==> src/rtl/sdram_seq_pkg.sv <==
package sdram_seq_pkg;

  typedef enum logic [3:0] {
    CMD_NOP = 4'b0111,
    CMD_ACT = 4'b0011,
    CMD_RD  = 4'b0101,
    CMD_WR  = 4'b0100,
    CMD_PRE = 4'b0010,
    CMD_REF = 4'b0001
  } cmd_e;

  localparam int unsigned CAS_LATENCY = 3;

  function automatic int unsigned umax(input int unsigned a, input int unsigned b);
    return (a > b) ? a : b;
  endfunction

  // cycles between refreshes for a clock of mhz and an interval of ns
  function automatic int unsigned refi_cycles(input int unsigned mhz, input int unsigned ns);
    return (mhz * ns) / 1000;
  endfunction

  // cycles a bank stays busy after a column command before it may close
  function automatic int unsigned hold_cycles(input int unsigned bl, input int unsigned twr,
                                              input bit wr);
    return bl / 2 + (wr ? twr : 0);
  endfunction

endpackage

==> src/rtl/sdram_ref_timer.sv <==
module sdram_ref_timer #(
  parameter int unsigned REFI_CYC = 1560,
  parameter int unsigned SLACK    = 64
) (
  input  logic clk,
  input  logic rst_n,
  input  logic ref_issue,
  output logic ref_pend
);
  localparam int unsigned CW = $clog2(REFI_CYC + 1);

  logic [CW-1:0] cnt;

  always_ff @(posedge clk) begin
    if (!rst_n)              cnt <= CW'(REFI_CYC - 1);
    else if (ref_issue)      cnt <= CW'(REFI_CYC - 1);
    else if (cnt != '0)      cnt <= cnt - 1'b1;
  end

  // raise the request early so service latency stays inside the interval
  assign ref_pend = (cnt <= CW'(SLACK));

endmodule

==> src/rtl/sdram_bank_track.sv <==
module sdram_bank_track
  import sdram_seq_pkg::*;
#(
  parameter int unsigned NB        = 4,
  parameter int unsigned BA_W      = 2,
  parameter int unsigned ROW_W     = 11,
  parameter int unsigned TMR_W     = 5,
  parameter int unsigned T_RP      = 3,
  parameter int unsigned T_RAS     = 6,
  parameter int unsigned BURST_LEN = 4,
  parameter int unsigned T_WR      = 2
) (
  input  logic                      clk,
  input  logic                      rst_n,
  input  logic                      act_en,
  input  logic                      pre_en,
  input  logic                      preall_en,
  input  logic                      acc_en,
  input  logic                      acc_wr,
  input  logic                      acc_ap,
  input  logic [BA_W-1:0]           sel_bank,
  input  logic [ROW_W-1:0]          sel_row,
  output logic [NB-1:0]             bank_open,
  output logic [NB-1:0][ROW_W-1:0]  bank_row,
  output logic [NB-1:0]             bank_free
);
  localparam int unsigned HOLD_RD = hold_cycles(BURST_LEN, T_WR, 1'b0);
  localparam int unsigned HOLD_WR = hold_cycles(BURST_LEN, T_WR, 1'b1);

  for (genvar gb = 0; gb < NB; gb++) begin : g_bank
    logic [TMR_W-1:0] tmr;
    logic [TMR_W-1:0] hold_v;
    logic [TMR_W-1:0] keep_v;
    logic [TMR_W-1:0] ap_v;
    logic             sel;

    assign sel = (sel_bank == BA_W'(gb));

    always_comb begin
      hold_v = acc_wr ? TMR_W'(HOLD_WR) : TMR_W'(HOLD_RD);
      keep_v = (tmr > hold_v - 1'b1) ? tmr : hold_v - 1'b1;
      ap_v   = ((tmr > hold_v) ? tmr : hold_v) + TMR_W'(T_RP - 1);
    end

    always_ff @(posedge clk) begin
      if (!rst_n) begin
        bank_open[gb] <= 1'b0;
        bank_row[gb]  <= '0;
        tmr           <= '0;
      end else if (preall_en) begin
        bank_open[gb] <= 1'b0;
        tmr           <= TMR_W'(T_RP - 1);
      end else if (sel && act_en) begin
        bank_open[gb] <= 1'b1;
        bank_row[gb]  <= sel_row;
        tmr           <= TMR_W'(T_RAS - 1);
      end else if (sel && pre_en) begin
        bank_open[gb] <= 1'b0;
        tmr           <= TMR_W'(T_RP - 1);
      end else if (sel && acc_en) begin
        if (acc_ap) begin
          bank_open[gb] <= 1'b0;
          tmr           <= ap_v;
        end else begin
          tmr           <= keep_v;
        end
      end else if (tmr != '0) begin
        tmr <= tmr - 1'b1;
      end
    end

    assign bank_free[gb] = (tmr == '0);
  end

endmodule

==> src/rtl/sdram_cmd_seq.sv <==
module sdram_cmd_seq
  import sdram_seq_pkg::*;
#(
  parameter int unsigned CLK_MHZ   = 100,
  parameter int unsigned REFI_NS   = 15600,
  parameter int unsigned REF_SLACK = 64,
  parameter int unsigned ROW_W     = 11,
  parameter int unsigned COL_W     = 8,
  parameter int unsigned ADDR_W    = 11,
  parameter int unsigned AP_BIT    = 10,
  parameter int unsigned BURST_LEN = 4,
  parameter int unsigned T_RP      = 3,
  parameter int unsigned T_RCD     = 3,
  parameter int unsigned T_RAS     = 6,
  parameter int unsigned T_WR      = 2,
  parameter int unsigned T_RFC     = 10
) (
  input  logic              clk,
  input  logic              rst_n,
  input  logic              req_valid,
  input  logic              req_write,
  input  logic              req_autopre,
  input  logic [1:0]        req_bank,
  input  logic [ROW_W-1:0]  req_row,
  input  logic [COL_W-1:0]  req_col,
  output logic              req_ready,
  output logic              rd_capture,
  output logic              cmd_cs_n,
  output logic              cmd_ras_n,
  output logic              cmd_cas_n,
  output logic              cmd_we_n,
  output logic [1:0]        cmd_ba,
  output logic [ADDR_W-1:0] cmd_addr
);
  localparam int unsigned NBANK    = 4;
  localparam int unsigned BA_W     = 2;
  localparam int unsigned CAS_LAT  = CAS_LATENCY;
  localparam int unsigned BEATS    = BURST_LEN / 2;
  localparam int unsigned REFI_CYC = refi_cycles(CLK_MHZ, REFI_NS);
  localparam int unsigned WAIT_W   = $clog2(umax(umax(T_RP, T_RCD), T_RFC) + 1);
  localparam int unsigned CCD_W    = $clog2(BEATS + 1);
  localparam int unsigned TMR_W    = $clog2(T_RAS + hold_cycles(BURST_LEN, T_WR, 1'b1) + T_RP + 1);
  localparam int unsigned SR_LEN   = CAS_LAT + BEATS;

  typedef enum logic [2:0] {
    ST_IDLE, ST_PRE_WAIT, ST_ACT_WAIT, ST_PALL_WAIT, ST_RFC_WAIT
  } st_e;

  st_e st, st_n;

  // named events that drive the command path and the checker
  logic act_issue, pre_issue, preall_issue, acc_issue, ref_issue;
  logic ref_pend;
  logic [NBANK-1:0]            bank_open;
  logic [NBANK-1:0][ROW_W-1:0] bank_row;
  logic [NBANK-1:0]            bank_free;
  logic all_free, req_hit;

  logic              ld_wait;
  logic [WAIT_W-1:0] wait_val, wait_cnt;
  logic [CCD_W-1:0]  ccd_cnt;
  logic [SR_LEN-1:0] rd_sr;

  cmd_e              cmd_sel, cmd_q;
  logic [BA_W-1:0]   ba_sel;
  logic [ADDR_W-1:0] addr_sel;

  sdram_ref_timer #(.REFI_CYC(REFI_CYC), .SLACK(REF_SLACK)) u_ref (
    .clk(clk), .rst_n(rst_n), .ref_issue(ref_issue), .ref_pend(ref_pend)
  );

  sdram_bank_track #(
    .NB(NBANK), .BA_W(BA_W), .ROW_W(ROW_W), .TMR_W(TMR_W),
    .T_RP(T_RP), .T_RAS(T_RAS), .BURST_LEN(BURST_LEN), .T_WR(T_WR)
  ) u_banks (
    .clk(clk), .rst_n(rst_n),
    .act_en(act_issue), .pre_en(pre_issue), .preall_en(preall_issue),
    .acc_en(acc_issue), .acc_wr(req_write), .acc_ap(req_autopre),
    .sel_bank(req_bank), .sel_row(req_row),
    .bank_open(bank_open), .bank_row(bank_row), .bank_free(bank_free)
  );

  assign all_free = &bank_free;
  assign req_hit  = bank_open[req_bank] && (bank_row[req_bank] == req_row);

  always_comb begin
    st_n         = st;
    act_issue    = 1'b0;
    pre_issue    = 1'b0;
    preall_issue = 1'b0;
    acc_issue    = 1'b0;
    ref_issue    = 1'b0;
    ld_wait      = 1'b0;
    wait_val     = '0;
    case (st)
      ST_IDLE: begin
        if (ref_pend) begin
          if (all_free) begin
            if (|bank_open) begin
              preall_issue = 1'b1;
              ld_wait      = 1'b1;
              wait_val     = WAIT_W'(T_RP - 1);
              st_n         = ST_PALL_WAIT;
            end else begin
              ref_issue = 1'b1;
              ld_wait   = 1'b1;
              wait_val  = WAIT_W'(T_RFC - 1);
              st_n      = ST_RFC_WAIT;
            end
          end
        end else if (req_valid) begin
          if (req_hit) begin
            acc_issue = (ccd_cnt == '0);
          end else if (bank_free[req_bank]) begin
            ld_wait = 1'b1;
            if (bank_open[req_bank]) begin
              pre_issue = 1'b1;
              wait_val  = WAIT_W'(T_RP - 1);
              st_n      = ST_PRE_WAIT;
            end else begin
              act_issue = 1'b1;
              wait_val  = WAIT_W'(T_RCD - 1);
              st_n      = ST_ACT_WAIT;
            end
          end
        end
      end
      ST_PRE_WAIT: if (wait_cnt == '0) begin
        act_issue = 1'b1;
        ld_wait   = 1'b1;
        wait_val  = WAIT_W'(T_RCD - 1);
        st_n      = ST_ACT_WAIT;
      end
      ST_ACT_WAIT: if (wait_cnt == '0 && ccd_cnt == '0) begin
        acc_issue = 1'b1;
        st_n      = ST_IDLE;
      end
      ST_PALL_WAIT: if (wait_cnt == '0) begin
        ref_issue = 1'b1;
        ld_wait   = 1'b1;
        wait_val  = WAIT_W'(T_RFC - 1);
        st_n      = ST_RFC_WAIT;
      end
      ST_RFC_WAIT: if (wait_cnt == '0) st_n = ST_IDLE;
      default: st_n = ST_IDLE;
    endcase
  end

  // command word and address for whichever event fires this cycle
  always_comb begin
    cmd_sel  = CMD_NOP;
    ba_sel   = '0;
    addr_sel = '0;
    if (act_issue) begin
      cmd_sel              = CMD_ACT;
      ba_sel               = req_bank;
      addr_sel[ROW_W-1:0]  = req_row;
    end else if (pre_issue) begin
      cmd_sel              = CMD_PRE;
      ba_sel               = req_bank;
    end else if (preall_issue) begin
      cmd_sel              = CMD_PRE;
      addr_sel[AP_BIT]     = 1'b1;
    end else if (ref_issue) begin
      cmd_sel              = CMD_REF;
    end else if (acc_issue) begin
      cmd_sel              = req_write ? CMD_WR : CMD_RD;
      ba_sel               = req_bank;
      addr_sel[COL_W-1:0]  = req_col;
      addr_sel[AP_BIT]     = req_autopre;
    end
  end

  always_ff @(posedge clk) begin
    if (!rst_n) begin
      st       <= ST_IDLE;
      wait_cnt <= '0;
      ccd_cnt  <= '0;
      rd_sr    <= '0;
      cmd_q    <= CMD_NOP;
      cmd_ba   <= '0;
      cmd_addr <= '0;
    end else begin
      st <= st_n;
      if (ld_wait)              wait_cnt <= wait_val;
      else if (wait_cnt != '0)  wait_cnt <= wait_cnt - 1'b1;
      if (acc_issue)            ccd_cnt  <= CCD_W'(BEATS - 1);
      else if (ccd_cnt != '0)   ccd_cnt  <= ccd_cnt - 1'b1;
      rd_sr    <= {rd_sr[SR_LEN-2:0], acc_issue & ~req_write};
      cmd_q    <= cmd_sel;
      cmd_ba   <= ba_sel;
      cmd_addr <= addr_sel;
    end
  end

  assign req_ready  = acc_issue;
  assign rd_capture = |rd_sr[SR_LEN-1:CAS_LAT];
  assign {cmd_cs_n, cmd_ras_n, cmd_cas_n, cmd_we_n} = cmd_q;

endmodule

==> config.mk <==
export PLATFORM = sky130hd
export DESIGN_NAME = sdram_cmd_seq
export DESIGN_NICKNAME = d
export VERILOG_FILES = /design/src/rtl/sdram_seq_pkg.sv /design/src/rtl/sdram_ref_timer.sv /design/src/rtl/sdram_bank_track.sv /design/src/rtl/sdram_cmd_seq.sv
export SDC_FILE = /design/constraint.sdc
export NUM_CORES = 1
export LEC_CHECK = 0
export CAP_MARGIN = 10
export CORE_AREA = 2 2 149 151
export CTS_CLUSTER_SIZE = 10
export DETAILED_ROUTE_END_ITERATION = 10
export DIE_AREA = 0 0 151 153
export PLACE_DENSITY = 0.45
export SYNTH_ARGS = -nofsm -noshare
export SYNTH_HDL_FRONTEND = slang
export SYNTH_HIERARCHICAL = 1
export SYNTH_SLANG_ARGS = --single-unit
==> constraint.sdc <==
create_clock -name clk -period 3.4 [get_ports clk]
set_input_delay 0.34 -clock clk [delete_from_list [all_inputs] [get_ports clk]]
set_output_delay 0.34 -clock clk [all_outputs]
set_load 0.02 [all_outputs]
### Word-level counts from Yosys, hierarchy flattened

Index checks and enable logic that the tools add are counted.

| cells by class | value |
|---|---|
| equality and inequality tests | 28 |
| bitwise logic cells | 5 |
| $add $sub $neg | 12 |
| muxes and demuxes | 130 |
| $lt $le $gt $ge | 10 |
| reductions and logical operators | 87 |

Operator list:

| kind | number |
|---|---|
| 4-bit 2-to-1 mux | 26 |
| 3-bit 2-to-1 mux | 23 |
| 1-bit 2-to-1 mux | 51 |
| 2-bit AND reduction | 21 |
| 8-bit 2-to-1 mux | 5 |
| 4-bit nonzero test | 9 |
| 2-bit 2-to-1 mux | 15 |
| 4-bit > comparator | 6 |
| 3-bit inequality test (second input constant) | 8 |
| 6-bit inequality test (second input constant) | 4 |
| 3-bit nonzero test | 8 |
| 4-bit OR reduction | 6 |
| 4-bit by 1-bit subtractor with 4-bit output (second input constant) | 6 |
| 11-bit binary-select mux with 2-bit select | 1 |
| 4-bit zero test | 5 |
| 5-bit inequality test (second input constant) | 4 |
| 5-bit nonzero test | 4 |
| 4-bit by 2-bit adder with 4-bit output (second input constant) | 4 |
| 3-bit case mux with 5 select lines | 1 |
| 1-bit logical AND | 14 |
| 2-bit nonzero test | 7 |
| 4-bit case mux with 3 select lines | 1 |
| 2-bit OR reduction | 6 |
| 11-bit == test | 1 |
| other kinds (22) | 36 |

| word-level totals | value |
|---|---|
| output and inout bits | 19 |
| register bits | 106 |

### Depth between registers and ports, before layout

Gate-level depths: netlist of run 1.

| logic depth | value |
|---|---|
| depth after elaboration | 13 |
| mapped depth | 17 |

### Cells and area by module

The synthesis of run 1 kept the hierarchy.

Modules (own cells, without submodules):

| module | sequential area each (um2) | cells an instance | times used | area an instance (um2) |
|---|---|---|---|---|
| sdram_bank_track | 1281.2 | 483 | 1 | 3831.2 |
| sdram_cmd_seq | 600.6 | 209 | 1 | 1923.1 |
| sdram_ref_timer | 220.2 | 71 | 1 | 590.6 |

### Worst setup path after synthesis of run 1

OpenSTA, ideal clock, no wires.

| path | value |
|---|---|
| path type | input to register |
| start | input req_bank[0] |
| end | register u_banks.g_bank[1].tmr[1] |
| arrival time | 3616 ps |
| required time | 3283 ps |
| buffers on the path | 4 |
| path slack | -334 ps |
| stages | 15 |
| cell sequence | buf_6 > buf_12 > mux2i_1 > nor2_1 > o31a_1 > or4b_1 > or4b_4 > nand2_1 > buf_4 > and3b_1 > buf_4 > nor2_1 > a2111oi_2 > nand3_1 > a32o_1 |

| on the way | value |
|---|---|
| cells in the longest elaborated chain, start to end | 13 |
| elaborated cells between the ends (all ways) | 35 |
| those cells by class | eq/ne: 3; mux: 26; reduce/logical: 6 |

Ends and longest elaborated chain:

| what | line | RTL |
|---|---|---|
| start: declaration | sdram_cmd_seq.sv:23 | `input logic [1:0] req_bank,` |
| 11-bit binary-select mux with 2-bit select | sdram_cmd_seq.sv:84 | `assign req_hit = bank_open[req_bank] && (bank_row[req_bank] == req_row);` |
| 11-bit 2-to-1 mux (not written as such) | sdram_cmd_seq.sv:84 |  |
| 11-bit == test | sdram_cmd_seq.sv:84 |  |
| 1-bit logical AND * | sdram_cmd_seq.sv:84 |  |
| 1-bit 2-to-1 mux * | sdram_cmd_seq.sv:112 | `if (req_hit) begin` |
| 1-bit 2-to-1 mux * | sdram_cmd_seq.sv:111 | `end else if (req_valid) begin` |
| 1-bit 2-to-1 mux * | sdram_cmd_seq.sv:97 | `if (ref_pend) begin` |
| 1-bit case mux with 2 select lines * | sdram_cmd_seq.sv:95 | `case (st)` |
| net req_ready | sdram_cmd_seq.sv:26 | `output logic req_ready,` |
| 1-bit logical AND * | sdram_bank_track.sv:60 | `end else if (sel && acc_en) begin` |
| 4-bit 2-to-1 mux | sdram_bank_track.sv:60 |  |
| 3-bit 2-to-1 mux | sdram_bank_track.sv:57 | `end else if (sel && pre_en) begin` |
| 3-bit 2-to-1 mux | sdram_bank_track.sv:53 | `end else if (sel && act_en) begin` |
| 2-bit 2-to-1 mux | sdram_bank_track.sv:50 | `end else if (preall_en) begin` |
| end signal: assignment | sdram_bank_track.sv:52 | `tmr <= TMR_W'(T_RP - 1);` |
| end signal: assignment | sdram_bank_track.sv:56 | `tmr <= TMR_W'(T_RAS - 1);` |
| end signal: assignment | sdram_bank_track.sv:59 | `tmr <= TMR_W'(T_RP - 1);` |
| end: declaration | sdram_bank_track.sv:31 | `logic [TMR_W-1:0] tmr;` |

Mark *: on every way through the listed nets, which the timed path passes. The rest lies on a longest branch. The select of a mux whose other input is x is not followed.
A chain may end at the register's enable or synchronous reset.

### Final worst setup path of run 1

| path | value |
|---|---|
| start | input req_row[3] |
| end | register u_banks.g_bank[3].tmr[0] |

| on the way | value |
|---|---|
| cells in the longest elaborated chain, start to end | 10 |
| elaborated cells between the ends (all ways) | 23 |
| those cells by class | eq/ne: 2; mux: 15; reduce/logical: 6 |

Ends and longest elaborated chain:

| what | line | RTL |
|---|---|---|
| start: declaration | sdram_cmd_seq.sv:24 | `input logic [ROW_W-1:0] req_row,` |
| 11-bit == test * | sdram_cmd_seq.sv:84 |  |
| 1-bit logical AND * | sdram_cmd_seq.sv:84 |  |
| 1-bit 2-to-1 mux | sdram_cmd_seq.sv:112 |  |
| 1-bit 2-to-1 mux | sdram_cmd_seq.sv:111 |  |
| 1-bit 2-to-1 mux | sdram_cmd_seq.sv:97 |  |
| 1-bit case mux with 2 select lines | sdram_cmd_seq.sv:95 |  |
| 1-bit logical AND | sdram_bank_track.sv:60 |  |
| 4-bit 2-to-1 mux | sdram_bank_track.sv:60 |  |
| 3-bit 2-to-1 mux | sdram_bank_track.sv:57 |  |
| 3-bit 2-to-1 mux | sdram_bank_track.sv:53 |  |
| end signal: assignment | sdram_bank_track.sv:52 |  |
| end signal: assignment | sdram_bank_track.sv:56 |  |
| end signal: assignment | sdram_bank_track.sv:59 |  |
| end: declaration | sdram_bank_track.sv:31 |  |

Every way passes the cells marked *; elsewhere a longest branch is shown, timed or not.

==> flow_summary.json, run 1 <==
{
  "diodes": 0,
  "placed_cells_incl_taps": 1163,
  "timing.rr.start": "u_banks/bank_row[14]",
  "antenna_found_initial": 0,
  "ys_types": 87,
  "avgRoutedWirePerCell_um": 16.51,
  "finalWirelength_mm": 19.50,
  "start_kind": "input port",
  "dieArea_um2": 23100,
  "grt_pass1_wl_mm": 31.76,
  "fmax_mhz": 299.2,
  "hp-class": "input port to flop",
  "cts_buffers": 9,
  "synth-simple-area-share": 0.2457,
  "worstSetupStartpoint": "req_row[3]",
  "die_w_um": 151,
  "p_leak_nw": 3.265,
  "multi_input_comb_area_um2": 3994,
  "path_clk_slew_ns": 0.08,
  "drcViolationCount": 0,
  "critPathCaptureType": "flop",
  "syn_to_final_growth_pct": 29.82,
  "critPathArrivalTime_ns": 3.62,
  "fin_cells": 1181,
  "critPathKind": "input port to flop",
  "pre_cts_slack_ns": -0.4451,
  "ctsHoldBuffers": 0,
  "synth_mux_area_frac": 0.05936,
  "post-route-util": 0.3834,
  "dr.pass1.iters": 5,
  "initial_core_util": 0.2953,
  "num_rows": 54,
  "finalClockSkew_ns": 0.01093,
  "synth-seq-cells": 105,
  "slew_headroom": 0.3728,
  "port_buffers": 43,
  "run_status": "finished clean",
  "htree_levels": 3,
  "n_fill_cell": 2184,
  "critPathMaxFanout": 5,
  "period_minus_slack_ns": 3.342,
  "clk_latency_ns": 0.36,
  "grt_pass1_vias": 6086,
  "setup_slack_ns": 0.05820,
  "reg2reg_to": "u_banks/g_bank[3].tmr[0]",
  "mostFrequentLayoutCells": "nand2_1 (145), buf_4 (117), dfxtp_1 (105)",
  "synth_compound_area_frac": 0.2268,
  "layout-drive-gt1-share": 0.1987,
  "ios": 45,
  "final_common_cell": "nand2_1",
  "powerDensity_nw_per_um2": 646.2,
  "vias_per_cell": 5.141,
  "netlist_area_um2": 6345,
  "yosysTopAreaCellShare": 0.3313,
  "yosys_most_used_dff": "dfxtp_1",
  "synthTopCellsByArea": "dfxtp_1 (33%), nand2_1 (8.6%), ha_1 (5.7%), a21boi_0 (4.9%), mux2i_1 (3.2%)",
  "finalHoldViolCount": 0,
  "r2r_slack_ns": 0.16,
  "clkSinkCount": 105,
  "hold_start": "rst_n",
  "setup_viol": 0,
  "grt_max_degree": 36,
  "synthArstFlopShare": 0,
  "worstSetupEndpoint": "u_banks/g_bank[3].tmr[0]",
  "yosys.area_share.adder": 0.05719,
  "vias": 6071,
  "cts_tree": "built",
  "busiest_layer": "met2",
  "syn_avg_cell_area_um2": 8.316,
  "die_y_um": 153,
  "grt_util_met1": 0.2240,
  "synth_xor_area_frac": 0.02761,
  "track_usage": 0.1727,
  "hpwl_mm": 14.84,
  "regArea_um2": 2102,
  "synth-edff-count": 0,
  "final_net_count": 951,
  "gr-total-overflow": 0,
  "min_period_over_period": 0.9829,
  "total_power_mw": 5.322,
  "root_buffer": "clkbuf_16",
  "synth_top_family_by_area": "simple AND/OR/NAND/NOR gates",
  "crit_required_ns": 3.68,
  "ys_seq_area_frac": 0.3313,
  "slew_violations": 0,
  "first_iter_violations": 355,
  "tightestPinTransition_ns": 0.9322,
  "ir_worst_vdd_v": 0.0002988,
  "core_um2": 21490,
  "yosysTopAreaCell": "dfxtp_1",
  "ant_nets": 0,
  "synth_nets": 818,
  "syn_inst": 763,
  "worstRegToRegCells": 13,
  "tns_ns": 0,
  "ys_warn_count": 6,
  "gp_congestion": 0.8734,
  "grtUsageMet3": 0.03075,
  "grt_util_met2": 0.2939,
  "cts_buffer_depth": 2,
  "maxCapViolCount": 0
}
[synth_stat cells, types with 14 or more instances]
| cell type | count |
|---|---|
| nand3_1 | 26 |
| nor3_1 | 19 |
| mux2i_1 | 20 |
| a21oi_1 | 26 |
| clkbuf_1 | 19 |
| ha_1 | 29 |
| dfxtp_1 | 105 |
| nand2_1 | 146 |
| inv_1 | 27 |
| o21ai_0 | 21 |
| xnor2_1 | 14 |
| a21boi_0 | 41 |
| nor2_1 | 39 |
[worst min-delay path by stage]
| stage | slack [ns] | cells after the start | endpoint |
|---|---|---|---|
| 3_3_place_gp | 0.42 | 1 | rd_sr[2] |
| 4_1_cts | 0.34 | 2 | cmd_q[2] |
| 2_1_floorplan | 0.41 | 1 | rd_sr[0] |
| 5_1_grt | 0.34 | 2 | cmd_q[2] |
| 6_report | 0.34 | 2 | cmd_q[2] |
| 3_5_place_dp | 0.43 | 1 | rd_sr[3] |
[layer usage]
metal | wire [um] | part of all wire | up-vias
li1 | - | - | 3008
met1 | 9067 | 0.47 | 2900
met2 | 9449 | 0.48 | 138
met3 | 675 | 0.035 | 25
met4 | 306 | 0.016 | 0
met5 | 0 | 0 | -
[cells by family after synthesis]
logic type      after synthesis
simple gates                317
compound gates              193
flops                       105
buf+inv                      68
mux                          30
fa+ha+maj                    29
xor+xnor                     20
other cells                   1
[power by group]
part	internal (mW)	switching, mW	total [mW]
Clock	0.661	0.524	1.19
Combinational	1.21	1.32	2.53
Sequential	1.43	0.183	1.61
[what timing repair did]
item | in CTS | in global routing
resized for setup | 4 | 16
buffers inserted | 0 | 2
setup endpoints to repair | 6 | 42
pin swaps | 0 | 3
[through the flow]
stage | instance area, um^2 | hold WS (ns)
finish | 8237 | 0.3370
global route | 8237 | 0.3410
CTS | 8164 | 0.3423
detailed placement | 7831 | 0.4275
global placement | 7831 | 0.4172
floorplan | 6374 | 0.4116
[registers in the layout (all words and copies together) (netlist names)]
name	count
u_banks/bank_row	44
u_banks/bank_open	4
ccd_cnt	2
cmd_addr	11
cmd_q	3
wait_cnt	4
cmd_ba	2
rd_sr	5
u_banks/g_bank.tmr	16
u_ref/cnt	11
st	3
[final cells by class]
class                   count  share of cell area
clock buffers               9             0.02734
inverters                  28             0.01276
well taps                 280             0.04253
clock inverters             7             0.01291
flip-flops and latches    105              0.2552
repair buffers            162              0.1644
multi-input cells         590              0.4849
[critical path, cell delays in order]
cell	delay, ns
clkdlybuf4s50_1	0.56
a22o_1	0.27
o31a_1	0.25
or4b_4	0.49
or4b_4	0.54
nand2_8	0.10
buf_4	0.12
buf_4	0.13
nand3_1	0.21
a21oi_1	0.26
o31ai_2	0.09
o21a_1	0.13
o22ai_1	0.14
Power figures use the tool's default switching activity.
==> inputs of run 2 (changes only) <==
- ABC_AREA: default -> 1
- CORE_AREA: 2 2 149 151 -> 2 2 151 153
- DIE_AREA: 0 0 151 153 -> 0 0 153 155
==> flow_summary.json, run 2 <==
{
  "total_power_mw": 4.786,
  "first_iter_violations": 405,
  "critPathMaxFanout": 13,
  "largest_register_ffs": 44,
  "mostFrequentLayoutCells": "nand2_1 (289), nor2_1 (176), inv_1 (111)",
  "rsz0062_at_grt": "false",
  "start_kind": "input port",
  "tns_ns": 0,
  "maxCapViolCount": 0,
  "final_common_cell": "nand2_1",
  "min_period_over_period": 0.9418,
  "netlist_area_um2": 6507,
  "setup_slack_ns": 0.1980,
  "crit_family": "buffers and inverters",
  "yosys_most_used_dff": "dfxtp_1",
  "crit_buf_inv": 4,
  "synth-simple-area-share": 0.4038,
  "num_rows": 55,
  "hold_slack_ns": 0.3387,
  "avgRoutedWirePerCell_um": 13.78,
  "cts_setup_buffers": 0,
  "diodes": 0,
  "largest_registers": "u_banks/bank_row x44, u_banks/g_bank.tmr x16",
  "yosys.area_share.adder": 0.05576,
  "grt_pass1_vias": 5994,
  "clk_latency_ns": 0.37,
  "hp-class": "input port to flop",
  "critPathArrivalTime_ns": 2.86,
  "path_clk_slew_ns": 0.07,
  "run_status": "finished clean",
  "cts_buffers": 9,
  "root_buffer": "clkbuf_16",
  "cp_cell_sequence": "clkdlybuf4s50_1, inv_2, nand3_1, nand3_1, nand2_1, nor2_1, nand2_1, nor2_4, nand4_2, a21oi_4, buf_4, clkdlybuf4s50_1",
  "period_minus_slack_ns": 3.202,
  "synth_common_cells": "nand2_1 (289), nor2_1 (176), inv_1 (111), dfxtp_1 (105), nand3_1 (78)",
  "grt_max_degree": 52,
  "synth_top_family_by_area": "simple AND/OR/NAND/NOR gates",
  "synth_xor_area_frac": 0.01884,
  "clkSinkCount": 105,
  "ant_nets": 0,
  "finalClockSkew_ns": 0.01512,
  "ir_worst_vdd_v": 0.0002393,
  "vias": 6276,
  "die_y_um": 155,
  "final_net_count": 1136,
  "finalWirelength_mm": 18.89,
  "ys_seq_area_frac": 0.3230,
  "cts_buffer_depth": 2,
  "finalHoldViolCount": 0,
  "r2r_slack_ns": 0.40,
  "syn_inst": 1026,
  "die_w_um": 153,
  "ctsHoldBuffers": 0,
  "synth_nets": 1081,
  "critPathCaptureType": "output port",
  "synth_mux_area_frac": 0,
  "dieArea_um2": 23720,
  "powerDensity_nw_per_um2": 628.2,
  "vias_per_cell": 4.578,
  "hpwl_mm": 14.15,
  "final_area_um2": 7619,
  "crit_required_ns": 3.06,
  "synthArstFlopShare": 0,
  "fmax_mhz": 312.3,
  "critPathKind": "input port to output port",
  "synth.most_common_cell": "nand2_1",
  "cpPeakStageDelay_ns": 0.61,
  "track_usage": 0.1633,
  "post-route-util": 0.3428,
  "pre_cts_slack_ns": 0.1129,
  "antenna_found_initial": 0,
  "synthTopCellsByArea": "dfxtp_1 (32%), nand2_1 (17%), nor2_1 (10%), inv_1 (6.4%), nand3_1 (6.0%)",
  "yosysTopAreaCell": "dfxtp_1",
  "fin_cells": 1371,
  "grt_pass1_wl_mm": 31.24,
  "core_um2": 22230,
  "synth_compound_area_frac": 0.1032,
  "p_leak_nw": 3.719,
  "slew_violations": 0,
  "cts_resized": 0,
  "gp_congestion": 0.8192,
  "gr-total-overflow": 0,
  "ys_types": 42,
  "ys_warn_count": 6,
  "cts_tree": "built",
  "ios": 45,
  "synth-seq-cells": 105,
  "placed_cells_incl_taps": 1355,
  "htree_levels": 3,
  "tightestPinTransition_ns": 0.7300,
  "slew_headroom": 0.5128,
  "drcViolationCount": 0,
  "place_area_um2": 7335,
  "syn_to_final_growth_pct": 17.07,
  "initial_core_util": 0.2928,
  "cp_slowest_cell": "clkdlybuf4s50_1",
  "dr.pass1.iters": 5,
  "regMostFlops": "u_banks/bank_row",
  "port_buffers": 43,
  "layout-drive-gt1-share": 0.08840,
  "setup_viol": 0,
  "yosysTopAreaCellShare": 0.3230,
  "synth-edff-count": 0,
  "syn_avg_cell_area_um2": 6.343
}
-- run 2: cell count changes after synthesis, moves of 9 or more --
cell      change
o31ai_1       -9
nand2b_1     -11
inv_1        +84
a21boi_0     -41
clkbuf_1     -11
nand3_1      +52
mux2i_1      -20
nor2b_1      -13
o21ai_0      +56
nand2_1     +143
nor3_1       -11
a22o_1        -9
nor2_1      +137
-- run 2: final cells by class --
class / count / area (um^2)
fill: 2418 / 14610
multi-input combinational: 775 / 3789
sequential: 105 / 2102
timing repair buffer: 72 / 638.1
inverter: 118 / 449.2
tap: 285 / 356.6
clock buffer: 9 / 225.2
clock inverter: 7 / 58.81
-- run 2: cell families (layout without fill, tap and decap cells) --
| logic type | after synthesis | in the layout |
|---|---|---|
| buffers and inverters | 146 | 206 |
| xor gates and xnor gates | 14 | 14 |
| AOI/OAI and AO/OA | 125 | 125 |
| other | 1 | 1 |
| adders and majority gates | 29 | 29 |
| and+or+nand+nor | 606 | 606 |
| DFF | 105 | 105 |
-- run 2: where the power goes --
group / switching, mW / total [mW] / internal (mW)
Combinational: 1.31 / 2.14 / 0.831
Sequential: 0.176 / 1.60 / 1.42
Clock: 0.536 / 1.05 / 0.512
Total: 2.02 / 4.79 / 2.77
-- run 2: worst register-to-register path, delay by kind of cell, from the launching register on --
kind	cells	cell delay, ns
buffers and inverters	3	0.47
AND/OR/NAND/NOR	11	1.63
adder cells (fa/ha/maj)	1	0.24
flip-flops	1	0.33
AO/OA/AOI/OAI	1	0.25
-- run 2: metal layers --
metal	wire, um	vias to the layer above	global-route usage	part of all wire
met4	225	0	0.03924	0.012
met2	9155	75	0.2874	0.48
met5	0	-	0	0
met1	8982	2836	0.2120	0.48
li1	-	3349	-	-
met3	524	16	0.02284	0.028
-- run 2: path summary, 6_finish.rpt --
check,start,end,cells past startpoint
hold / removal,rst_n,cmd_q[2],2
setup / recovery,req_bank[1],req_ready,12
hold reg to reg,rd_sr[2],rd_sr[3],2
setup reg to reg,u_ref/cnt[0],u_banks/bank_row[4],16
==> inputs of run 3 (changes only) <==
- SLEW_MARGIN: default -> 5
==> results of run 3 <==
Final layout, timing and power as in run 2 (identical DEF).
